**config.mk**
```make
export PLATFORM = sky130hd
export DESIGN_NAME = vidcmd_decoder
export DESIGN_NICKNAME = d
export VERILOG_FILES = /design/src/rtl/vidcmd_decoder.sv
export SDC_FILE = /design/constraint.sdc
export NUM_CORES = 1
export LEC_CHECK = 0
export ABC_AREA = 1
export BUFFER_PORTS_ARGS = -buffer_cell sky130_fd_sc_hd__clkbuf_2
export CAP_MARGIN = 40
export CORE_MARGIN = 2
export CORE_UTILIZATION = 54
export DETAILED_ROUTE_END_ITERATION = 16
export GPL_ROUTABILITY_DRIVEN = 0
export GPL_TIMING_DRIVEN = 0
export MAX_ROUTING_LAYER = met4
export PLACE_DENSITY_LB_ADDON = 0.25
export REMOVE_ABC_BUFFERS = 1
export SLEW_MARGIN = 15
export SYNTH_ARGS = -nofsm -noshare
export SYNTH_HDL_FRONTEND = slang
export SYNTH_SLANG_ARGS = --single-unit
```
**constraint.sdc**
```tcl
create_clock -name clk -period 3.9 [get_ports clk]
set_input_delay 0 -clock clk [delete_from_list [all_inputs] [get_ports clk]]
set_output_delay 0 -clock clk [all_outputs]
set_load 0.01 [all_outputs]
```
**src/rtl/vidcmd_decoder.sv**
```systemverilog
module vidcmd_decoder (
  input  logic              clk,
  input  logic              rst_n,
  input  logic [7:0]        in_data,
  input  logic              in_valid,
  output logic              in_ready,
  output logic              regs_locked,
  output logic [7:0]        depth_sel,
  output logic [7:0]        blank_mode,
  output logic [11:0][15:0] timing,
  output logic [15:0]       pix_clk,
  output logic [23:0]       base16,
  output logic [23:0]       base8
);
  localparam logic [7:0] HDR      = 8'hAF;
  localparam logic [7:0] WR_CODE  = 8'h20;
  localparam logic [7:0] LOCK_REG = 8'hFF;
  localparam int         NREG     = 34;

  typedef enum logic [1:0] {S_IDLE, S_CODE, S_ADDR, S_DATA} st_t;

  st_t        st;
  logic [7:0] addr;
  logic       locked;
  logic [7:0] sh [NREG];
  logic [7:0] ac [NREG];
  logic       hit;
  logic [5:0] idx;

  function automatic logic [6:0] slot(input logic [7:0] a);
    if (a <= 8'h18) return {1'b1, a[5:0]};
    case (a)
      8'h1B:   return {1'b1, 6'd25};
      8'h1C:   return {1'b1, 6'd26};
      8'h1F:   return {1'b1, 6'd27};
      8'h20:   return {1'b1, 6'd28};
      8'h21:   return {1'b1, 6'd29};
      8'h22:   return {1'b1, 6'd30};
      8'h26:   return {1'b1, 6'd31};
      8'h27:   return {1'b1, 6'd32};
      8'h28:   return {1'b1, 6'd33};
      default: return 7'd0;
    endcase
  endfunction

  assign {hit, idx} = slot(addr);

  always_ff @(posedge clk or negedge rst_n) begin
    if (!rst_n) begin
      st     <= S_IDLE;
      addr   <= '0;
      locked <= 1'b0;
      for (int k = 0; k < NREG; k++) begin
        sh[k] <= '0;
        ac[k] <= '0;
      end
    end else if (in_valid) begin
      case (st)
        S_IDLE: if (in_data == HDR) st <= S_CODE;
        S_CODE: st <= (in_data == WR_CODE) ? S_ADDR : S_IDLE;
        S_ADDR: begin
          addr <= in_data;
          st   <= S_DATA;
        end
        S_DATA: begin
          st <= S_IDLE;
          if (addr == LOCK_REG) begin
            if (in_data == 8'h00) locked <= 1'b1;
            else if (in_data == 8'hFF) begin
              locked <= 1'b0;
              for (int k = 0; k < NREG; k++) ac[k] <= sh[k];
            end
          end else if (hit) begin
            sh[idx] <= in_data;
            if (!locked) ac[idx] <= in_data;
          end
        end
        default: st <= S_IDLE;
      endcase
    end
  end

  for (genvar i = 0; i < 12; i++) begin : g_tim
    assign timing[i] = {ac[1 + 2*i], ac[2 + 2*i]};
  end

  assign in_ready    = 1'b1;
  assign regs_locked = locked;
  assign depth_sel   = ac[0];
  assign pix_clk     = {ac[26], ac[25]};
  assign blank_mode  = ac[27];
  assign base16      = {ac[28], ac[29], ac[30]};
  assign base8       = {ac[31], ac[32], ac[33]};
endmodule

```
[Word level (Yosys, flattened, before mapping)]
Cells that the tools add are included.
Cells by class
  order comparisons: 3
  eq/ne operators: 20
  multiplexer cells: 18
  bitwise gates (word level): 2
  reductions and logical operators: 10
Operator list (number)
  $mux 272: 5
  $bwmux 272: 2
  $pmux 7 s9: 1
  $eq 8x6->1 const B: 7
  $demux 8 s6: 1
  $eq 8x5->1 const B: 3
  $eq 8x8->1 const B: 3
  $mux 7: 2
  $le 8x5->1 const B: 1
  $logic_not 8->1: 1
  $mux 8: 1
  $pmux 2 s4: 1
  $reduce_and 4->1: 2
  $ge 7x7->1 const B: 1
  $lt 7x1->1 const B: 1
  $not 6->7: 1
  $reduce_and 6->1: 1
  $eq 2x2->1 const B: 2
  $mux 2: 2
  $ne 2x1->1 const B: 2
  $ne 2x2->1 const B: 2
  $reduce_and 2->1: 2
  $reduce_bool 2->1: 2
  $mux 1: 3
  4 further kinds: 4
Word-level totals
  flip-flop bits (word level): 555
  input bits: 11

[Longest topological paths before layout]
Gate-level depths: netlist of run 1.
  depth after elaboration: 12
  depth in mapped cells: 17
  depth with buffers taken out: 15

[Least setup slack after synthesis of run 1]
No wires, ideal clock.
  path type: register -> register
  start: register addr[1]
  end: register sh[194] (netlist name)
  data arrival time: 1936 ps
  setup slack: 1831 ps
  cell stages (with the launch flop): 16
  path buffers: 3
  clock period less this slack: 2069 ps
  cell sequence: dfrtp_1 -> buf_2 -> inv_2 -> nand2_2 -> nor2_1 -> nand2_1 -> nand2_2 -> nand2_1 -> inv_2 -> nor2_4 -> nor2_1 -> buf_2 -> nand3_1 -> clkbuf_1 -> nand2_1 -> o21ai_0
Between the ends
  longest elaborated chain between the ends: 9
  elaborated cells on any way between the ends: 24
  classes of those cells: order compare (3); eq/ne (10); mux (7); bitwise (2); reduce/logical (2)
RTL lines
  start, declared: RTL line 23  | logic [7:0] addr;
  start signal, assigned: RTL line 62  | addr <= in_data;
  $le 8x5->1, or another cell as far along: RTL line 31  | if (a <= 8'h18) return {1'b1, a[5:0]};
  $mux 1 / $pmux 7 s9 (equally long branches): RTL line 31, 32
  $mux 7: RTL line 32  | case (a)
  $not 6->7 (not written as such): RTL line 74  | sh[idx] <= in_data;
  $ge 7x7->1 (not written as such) / $lt 7x1->1 (equally long branches): RTL line 74
  $logic_and 1x1->1 (not written as such): RTL line 74
  $mux 8 (not written as such): RTL line 74
  $demux 8 s6: RTL line 74
  $bwmux 272: RTL line 74
  end signal, assigned by index: RTL line 74
  end, declared: RTL line 25  | logic [7:0] sh [NREG];
Parallel ways exist; a longest one is shown, timed or not. The select of a mux whose other input is x is not followed.
A chain may end at the register's enable or synchronous reset.

[Final worst setup path of run 1]
  start: register addr[1]
  end: register ac, in the netlist timing[17]
Between the ends
  longest elaborated chain between the ends: 12
  elaborated cells on any way between the ends: 30
  classes of those cells: order compare (3); eq/ne (13); mux (10); bitwise (1); reduce/logical (3)
RTL lines
  $le 8x5->1, or another cell as far along: RTL line 31
  $mux 1 / $pmux 7 s9 (equally long branches): RTL line 31, 32
  $mux 7: RTL line 32
  $not 6->7 (not written as such): RTL line 75  | if (!locked) ac[idx] <= in_data;
  $ge 7x7->1 (not written as such) / $lt 7x1->1 (equally long branches): RTL line 75
  $logic_and 1x1->1 (not written as such): RTL line 75
  $mux 8 (not written as such): RTL line 75
  $demux 8 s6: RTL line 75
  $bwmux 272: RTL line 75
  $mux 272: RTL line 75
  $mux 272: RTL line 73  | end else if (hit) begin
  $mux 272: RTL line 67  | if (addr == LOCK_REG) begin
  end signal, assigned by index: RTL line 75
  end, declared: RTL line 26  | logic [7:0] ac [NREG];
Parallel ways exist; a longest one is shown, timed or not. The select of a mux whose other input is x is not followed.

==> impl_metrics.toml, run 1 <==
[global_route]
grt_max_degree = 137
first_global_vias = 20600
grt_util_all_layers_pct = 30.8
antenna_found_initial = 0
gr-total-overflow = 0
grt_pass1_wl_um = 111000

[sta]
min_period_over_period_pct = 94.6
drv_slew = 0
rsz0062_at_grt = "false"
hold_viol = 0
layout_min_cycle_time_ps = 3690
slew_headroom_pct = 40.2
worst_pin_slew_ps = 893
setup_viol = 0
max_freq_mhz = 271
clock_skew_ps = 17.4

[clock_tree]
cts_setup_buffers = 0
h-tree-depth = 2
cts_tree = "done"
cts_sinks = 555
insertion_delay_ps = 610
numCtsBuffers = 55
clockBufferDepth = 3
path_clk_slew_ps = 60
cts_root_buf = "clkbuf_16"

[routing]
highest_layer = "met4"
wire_per_inst_um = 17.9
drt-initial-drc-count = 2167
routed_via_density = 5.62
finalWirelength_um = 70100
drc = 0
wl_met3_um = 5450
final_antenna_net_count = 0
dr.pass1.iters = 7
dr_total_vias = 21900
routed-wl-met2_um = 32200
wl_met1_um = 30000

[yosys]
yosysSeqAreaShare_pct = 57.0
async_flop_share_pct = 100
synth_flop_cell = "dfrtp_1"
synth_edf_count = 0
ys_top_cells_by_area = "dfrtp_1, nand2_1, o21ai_0, nand3_1, clkbuf_1"
synth_top_area_share_pct = 57.0
ys_warn_count = 0
syn_inst = 3043
synth.distinct_cells = 29
syn_avg_cell_area_um2 = 8.01
ys_ff_latch = 555
syn_area_um2 = 24400
yosys.area.top_type = "dfrtp_1"
post-synth-top-count-cell = "nand2_1"
synth_common_cells = "nand2_1, dfrtp_1, o21ai_0"

[outcome]
outcome = "finished clean"

[placed_design]
dp_hpwl_um = 45100
portBuffers = 283
placed_cells = 3790

[critical_path]
endpoint_kind = "flip-flop"
crit_type = "reg -> reg"
slowest_delay_ps = 510
crit_chain = "nand2_1, nor2_2, nand2_8, buf_12, inv_16, buf_16, o21ai_1, nand4_1, buf_6, buf_6, a21oi_2, nand2_1, nand2_1"
cp-start-kind = "flip-flop"
worstPathMaxFanout = 136
worst_path_max_delay_cell = "dfrtp_1"
cpMostUsedCell = "nand2_1"
required_ps = 4400
cp.arrival_ps = 4190

[job]
cap_violations = 0

[power_and_ir_drop]
p_leak_uw = 0.0151
ir_worst_vdd_uv = 424
p_per_area_nw_per_um2 = 483

[finish]
fin_cells = 3904
final_core_util_pct = 64.3
area.growth.synth_to_final_pct = 17.2
fill_cells = 3710
nets = 3280
drive_gt1_share_pct = 14.4
diodes = 0

[floorplan]
io_pins = 285
die-area_um2 = 46900
dieWidth_um = 216
rows = 77
die_y_um = 216
coreArea_um2 = 44400
initial_utilization_pct = 54.9

[min_path]
hp-class = "in -> async"
-- worst max-delay path: cells and delay by family (launching register included) --
kind / cells / cell delay (ps)
AOI/OAI and AO/OA: 2 / 230
buffers and inverters: 5 / 1410
DFF: 1 / 510
and+or+nand+nor: 6 / 1370
-- timing repair --
action / in CTS / in global routing
hold endpoints to repair: 342 / 0
pin swaps: 0 / 0
setup endpoints to repair: 118 / 69
hold buffers: 11 / 0
cloned: 1 / 0
gates resized for setup: 6 / 3
-- per-stage QoR --
step	power (µW)	cell area, µm²	setup WS (ps)	TNS, ps	hold WS, ps
finish	13800	28600	210	0	10.8
global placement	8230	25900	-9380	-7025880	349
CTS	13800	28500	9.37	0	29.7
global route	14300	28600	23.6	0	66.8
detailed placement	8430	26500	-400	-25850	-99.7
floorplan	7550	23700	-2880	-727070	-296
-- cells by family (layout without fill, tap and decap cells) --
group | after synthesis | count (layout) | share of synthesized area [%]
AO/OA/AOI/OAI | 490 | 490 | 10.4
XOR/XNOR | 1 | 1 | 0.0359
other | 1 | 1 | 0.0154
AND/OR/NAND/NOR | 1762 | 1762 | 28.6
flip-flops | 555 | 555 | 57.0
buffers and inverters | 234 | 503 | 3.91
-- path summary, 6_finish.rpt --
path / cells past startpoint / slack (ps) / to / startpoint
worst min-delay path: 3 / 10 / timing[186]$_DFFE_PN0P_ / rst_n
worst max-delay path: 13 / 210 / timing[17]$_DFFE_PN0P_ / addr[1]$_DFFE_PN0P_
max in group asynchronous: 5 / 2670 / sh[257]$_DFFE_PN0P_ / rst_n
worst min register to register: 2 / 470 / base16[20]$_DFFE_PN0P_ / base16[20]$_DFFE_PN0P_
min in group clk: 4 / 290 / sh[67]$_DFFE_PN0P_ / in_data[3]
worst max register to register: 13 / 210 / timing[17]$_DFFE_PN0P_ / addr[1]$_DFFE_PN0P_
-- metal layers --
metal / track usage, % / vias up
li1: - / 10200
met1: 42.7 / 10600
met2: 46.6 / 947
met3: 4.28 / 170
met4: 11.6 / 0
met5: - / -
-- report_power, final --
part | total [µW] | internal, µW | switching [µW]
logic | 2030 | 528 | 1500
registers | 6360 | 6100 | 260
clock network | 5390 | 3150 | 2240
-- state kept, by name, indices dropped and copies added, names as in the netlist, named ones only --
signal	cells
sh	272
timing	192
base16	24
base8	24
pix_clk	16
addr	8
blank_mode	8
depth_sel	8
regs_locked	1
st	1
-- placed cells by master (no fill, tap or decap), types with 5 or more instances in the layout --
cell,Yosys,final
clkbuf_2,0,282
inv_1,64,53
inv_2,9,17
clkbuf_8,0,14
clkinv_2,0,9
o21ai_0,442,442
nand3_1,183,183
o22ai_1,8,8
buf_16,0,9
a21oi_2,13,13
nor2_2,8,16
nor3_1,9,8
clkbuf_16,0,56
o21ai_1,9,9
clkbuf_1,105,17
o211ai_1,8,8
nand2_2,16,15
buf_12,0,13
dfrtp_1,555,555
nor2_1,45,37
nand2_1,1488,1488
dlygate4sd3_1,0,11
buf_6,0,5
-- area by class of cell --
cell class                 count  area (µm²)  area share [%]
sequential                   555       13900            48.6
clock buffer                  86        1640            5.76
tap                          592         741            2.59
timing repair buffer         329        2210            7.75
clock inverter                14         185           0.648
multi-input combinational   2254        9590            33.6
inverter                      74         303            1.06
(Power assumes the default switching activity.)
==> inputs of run 2 (changes only) <==
ABC_AREA = 0   (was 1)
SLEW_MARGIN = 25   (was 15)
==> run 2 against run 1 <==
Effect of this change: first-iteration DRC count down 25%; core utilization is essentially flat; worst setup slack better by 11 ps; largest cell class unchanged; largest power group unchanged; highest routed layer unchanged.
==> impl_metrics.toml, run 2 <==
[yosys]
syn_area_um2 = 23800
syn_inst = 1980
post-synth-top-count-cell = "dfrtp_1"
yosys.area.top_type = "dfrtp_1"
synth_common_cells = "dfrtp_1, mux2_2, o21ai_0"
syn_avg_cell_area_um2 = 12.0
ys_warn_count = 0
synth_flop_cell = "dfrtp_1"
synth.distinct_cells = 72
synth_edf_count = 0
ys_top_cells_by_area = "dfrtp_1, mux2_2, a2bb2oi_1, o21ai_0, a221o_1"
yosysSeqAreaShare_pct = 58.4
synth_top_area_share_pct = 58.4
ys_ff_latch = 555
async_flop_share_pct = 100

[floorplan]
die-area_um2 = 45700
die_y_um = 214
dieWidth_um = 214
coreArea_um2 = 43300
io_pins = 285
rows = 76
initial_utilization_pct = 55.0

[finish]
area.growth.synth_to_final_pct = 16.9
design_area_um2 = 27800
regMostFlops = "sh"
mostFrequentLayoutCells = "dfrtp_1, clkbuf_2, mux2_2, o21ai_0, nand2_1"
drive_gt1_share_pct = 30.8
fill_cells = 3342
regArea_um2 = 13900
multi_input_area_um2 = 9130
mostFrequentLayoutCell = "dfrtp_1"
nets = 2210
largest_reg_flops = 272
fin_cells = 2827

[sta]
clock_skew_ps = 14.6
hold_slack_ps = 170
layout_min_cycle_time_ps = 3680
slew_headroom_pct = 40.7
setup_viol = 0
rsz0062_at_grt = "false"
drv_slew = 0
min_period_over_period_pct = 94.3
max_freq_mhz = 272
hold_viol = 0
worst_pin_slew_ps = 885
postLayoutSetupSlackWorst_ps = 221
tns_ps = 0

[clock_tree]
clockBufferDepth = 3
insertion_delay_ps = 610
h-tree-depth = 2
cts_root_buf = "clkbuf_16"
cts_sinks = 555
path_clk_slew_ps = 60
cts_tree = "done"
numCtsBuffers = 55

[placed_design]
placed_cells = 2719
placed_area_um2 = 25900
pre_cts_slack_ps = 101
portBuffers = 283
dp_hpwl_um = 43300

[critical_path]
worstPathMaxFanout = 22
required_ps = 4390
crit_type = "reg -> reg"
cp-start-kind = "flip-flop"
endpoint_kind = "flip-flop"
cp.arrival_ps = 4170

[routing]
drc = 0
routed_via_density = 6.30
final_antenna_net_count = 0
wire_per_inst_um = 24.5
drt-initial-drc-count = 1627
finalWirelength_um = 69300
dr_total_vias = 17800
dr.pass1.iters = 5

[global_route]
use_met3_pct = 5.21
use_met2_pct = 47.0
gr-total-overflow = 0
antenna_found_initial = 1
grt_pass1_wl_um = 106000
first_global_vias = 17600
grt_max_degree = 88
grt_util_all_layers_pct = 31.4
gr-max-usage-layer = "met2"
met1_usage_pct = 43.4

[power_and_ir_drop]
ir_worst_vdd_uv = 273
p_leak_uw = 0.0136
p_per_area_nw_per_um2 = 410

[outcome]
outcome = "finished clean"

[job]
cap_violations = 0

[min_path]
hp-class = "in -> reg"
[run 2: repair_timing]
action,in CTS,in global routing
resized for setup,0,1
hold endpoints to repair,186,0
endpoints found under the setup margin,0,80
buffers inserted,0,2
hold buffers,4,0
[run 2: power by group]
| group | switching (µW) | total (µW) | internal, µW |
|---|---|---|---|
| logic | 285 | 340 | 54.8 |
| registers | 2.04 | 5760 | 5760 |
| clock network | 2190 | 5290 | 3100 |
[run 2: routing by layer]
layer	wire [µm]	share of wire, %
met1	29600	43
met2	32300	47
met3	4930	7.1
met4	2400	3.5
met5	0	0
[run 2: path summary, 6_finish.rpt]
| check | end | cells after the start | from | slack (ps) |
|---|---|---|---|---|
| hold / removal | flip-flop | 3 | in_data[5] | 170 |
| max in group asynchronous | timing[163]$_DFFE_PN0P_ | 6 | rst_n | 2140 |
| min in group asynchronous | sh[17]$_DFFE_PN0P_ | 4 | rst_n | 520 |
| setup / recovery | sh[264]$_DFFE_PN0P_ | 7 | addr[1]$_DFFE_PN0P_ | 220 |
| setup reg to reg | sh[264]$_DFFE_PN0P_ | 7 | addr[1]$_DFFE_PN0P_ | 220 |
| hold reg to reg | sh[24]$_DFFE_PN0P_ | 2 | sh[24]$_DFFE_PN0P_ | 480 |
[run 2: kinds of logic (layout without fill, tap and decap cells)]
| group | Yosys count | count (layout) | synth area share (%) |
|---|---|---|---|
| DFF | 555 | 555 | 58.4 |
| other | 1 | 2 | 0.0158 |
| buffers and inverters | 197 | 458 | 3.47 |
| AOI/OAI and AO/OA | 661 | 661 | 19.7 |
| muxes | 224 | 224 | 10.5 |
| and+or+nand+nor | 342 | 342 | 7.88 |
[run 2: critical path, stage by stage (launching register included)]
cell      delay, ps
dfrtp_1         670
or2_2           460
a211oi_1        480
o31ai_4         220
buf_8           210
nand2b_1        510
nor3_4          600
mux2_2          390
[run 2: cell type report]
type                       count  area share, %
clock buffer                  89           6.28
clock inverter                10          0.270
timing repair buffer         323           7.56
sequential                   555           49.9
antenna                        1        0.00900
inverter                      36          0.486
multi-input combinational   1228           32.8
tap                          585           2.63
[run 2: stage by stage]
stage / util (%) / total power (µW)
2_1_floorplan: - / 5910
3_3_place_gp: 58.4 / 6170
3_5_place_dp: 59.9 / 6200
4_1_cts: 64.2 / 11500
5_1_grt: 64.3 / 11700
6_report: 64.3 / 11400
==> inputs of run 3 (changes only) <==
GPL_TIMING_DRIVEN = 1   (was 0)
==> run 3 against run 2 <==
Effect of this change: register-to-register slack better by 130 ps; sequential power hardly changed; critical path type unchanged; sequential share of layout area hardly changed; highest routed layer unchanged; cell count is 1.3% higher; clock power is 4.5% higher; critical path depth stayed put; first-iteration DRC count is 1.3% higher; largest power group unchanged.
==> impl_metrics.toml, run 3 (same netlist as run 2, synthesis figures left out) <==
[outcome]
outcome = "finished clean"

[routing]
wire_per_inst_um = 25.2
drt-initial-drc-count = 1648
final_antenna_net_count = 0
dr_total_vias = 18300
drc = 0
routed_via_density = 6.40
dr.pass1.iters = 6
finalWirelength_um = 72000

[floorplan]
dieWidth_um = 214
die-area_um2 = 45700
initial_utilization_pct = 55.0
coreArea_um2 = 43300
io_pins = 285
rows = 76
die_y_um = 214

[sta]
setup_viol = 0
min_period_over_period_pct = 90.9
tns_ps = 0
postLayoutSetupSlackWorst_ps = 353
slew_headroom_pct = 44.0
clock_skew_ps = 15.0
worst_pin_slew_ps = 839
rsz0062_at_grt = "false"
layout_min_cycle_time_ps = 3550
hold_viol = 0
max_freq_mhz = 282
drv_slew = 0

[finish]
mostFrequentLayoutCells = "dfrtp_1, clkbuf_2, mux2_2, o21ai_0, nand2_1"
design_area_um2 = 27800
largest_reg_flops = 272
nets = 2242
fin_cells = 2863
area.growth.synth_to_final_pct = 17.0
drive_gt1_share_pct = 31.8
fill_cells = 3343
regMostFlops = "sh"
mostFrequentLayoutCell = "dfrtp_1"

[placed_design]
placed_cells = 2749
dp_hpwl_um = 45300
portBuffers = 283
pre_cts_slack_ps = 346
placed_area_um2 = 25800

[clock_tree]
clockBufferDepth = 3
h-tree-depth = 2
cts_sinks = 555
insertion_delay_ps = 620
cts_repair_resize_count = 0
path_clk_slew_ps = 60
cts_root_buf = "clkbuf_16"
numCtsBuffers = 55
cts_tree = "done"

[critical_path]
cp.arrival_ps = 4040
required_ps = 4390
reg2reg_slack_ps = 350
cp_num_buf_inv = 1
cp-start-kind = "flip-flop"
endpoint_kind = "flip-flop"
worstPathMaxFanout = 21
ff2ff_path_depth = 7
reg2reg_from = "addr[4]$_DFFE_PN0P_"
slowest_delay_ps = 660
worst_path_max_delay_cell = "nor4b_2"
crit_chain = "nor4b_2, clkbuf_2, a21oi_1, or2_2, nor4_1, o21ai_1, a221o_1"
cp.depth = 7
worstReg2RegEnd = "timing[166]$_DFFE_PN0P_"
critPathTopFamily = "simple AND/OR/NAND/NOR gates"
crit_type = "reg -> reg"

[global_route]
grt_max_degree = 127
antenna_found_initial = 2
first_global_vias = 18100
grt_util_all_layers_pct = 32.5
gr-total-overflow = 0
grt_pass1_wl_um = 109000

[min_path]
min_to = "sh[64]$_DFFE_PN0P_"
hold_depth = 4
worstHoldStart = "in_data[0]"
hp-class = "in -> reg"

[power_and_ir_drop]
comb_power_share_pct = 3.0
switchingPower_uw = 2580
intPower_uw = 9060
p_clk_share_pct = 47.5
p_per_area_nw_per_um2 = 418
p_sw_share_pct = 22.1
ir_worst_vdd_uv = 305
total_power_uw = 11600
p_leak_uw = 0.0137
pwr-share-seq_pct = 49.5

[job]
cap_violations = 0
==> run 3: worst max-delay path by stage <==
stage,startpoint,to,slack (ps)
2_1_floorplan,addr[3]$_DFFE_PN0P_,timing[74]$_DFFE_PN0P_,-2650
3_3_place_gp,addr[4]$_DFFE_PN0P_,timing[167]$_DFFE_PN0P_,360
3_5_place_dp,addr[4]$_DFFE_PN0P_,timing[166]$_DFFE_PN0P_,350
4_1_cts,addr[4]$_DFFE_PN0P_,timing[166]$_DFFE_PN0P_,330
5_1_grt,addr[4]$_DFFE_PN0P_,timing[167]$_DFFE_PN0P_,270
6_report,addr[4]$_DFFE_PN0P_,timing[166]$_DFFE_PN0P_,350
==> run 3: worst reg2reg max path, delay by kind of cell, from the launching register on <==
kind | cells | cell delay [ps]
flip-flops | 1 | 600
AO/OA/AOI/OAI | 3 | 870
buffers and inverters | 1 | 280
AND/OR/NAND/NOR | 3 | 1670
==> run 3: cell type report <==
cell class	instances	area [µm²]	area share [%]
clock inverters	21	248	0.890
flip-flops and latches	555	13900	49.9
clock buffers	81	1640	5.91
well taps	585	732	2.63
inverters	36	135	0.486
multi-input cells	1228	9110	32.7
diodes	2	5.00	0.0180
repair buffers	355	2070	7.44
==> run 3: metal layers <==
metal	part of all wire, %	up-vias	track usage, %
met5	0	-	-
met4	3.3	0	11.9
met3	8.0	174	6.49
met2	47	839	49.0
met1	42	9423	44.0
li1	-	7874	-
==> run 3: what timing repair did <==
item	4_1_cts	5_1_grt
endpoints found under the setup margin	0	0
buffers inserted	0	0
hold endpoints to repair	134	32
hold buffers	5	1
==> run 3: power by group through the flow <==
stage	combinational, µW	sequential (µW)	clock, µW
after floorplan	47.5	5870	0
after global placement	332	5870	0
after detailed placement	336	5870	0
after CTS	340	5760	5580
after global routing	372	5760	5800
final	346	5760	5530
==> run 3: per-stage QoR <==
step	utilization, %	hold slack, ps
final	64.3	30.2
after global routing	64.3	18.0
after CTS	64.2	12.4
after detailed placement	59.7	178
after global placement	59.7	161
after floorplan	-	-296
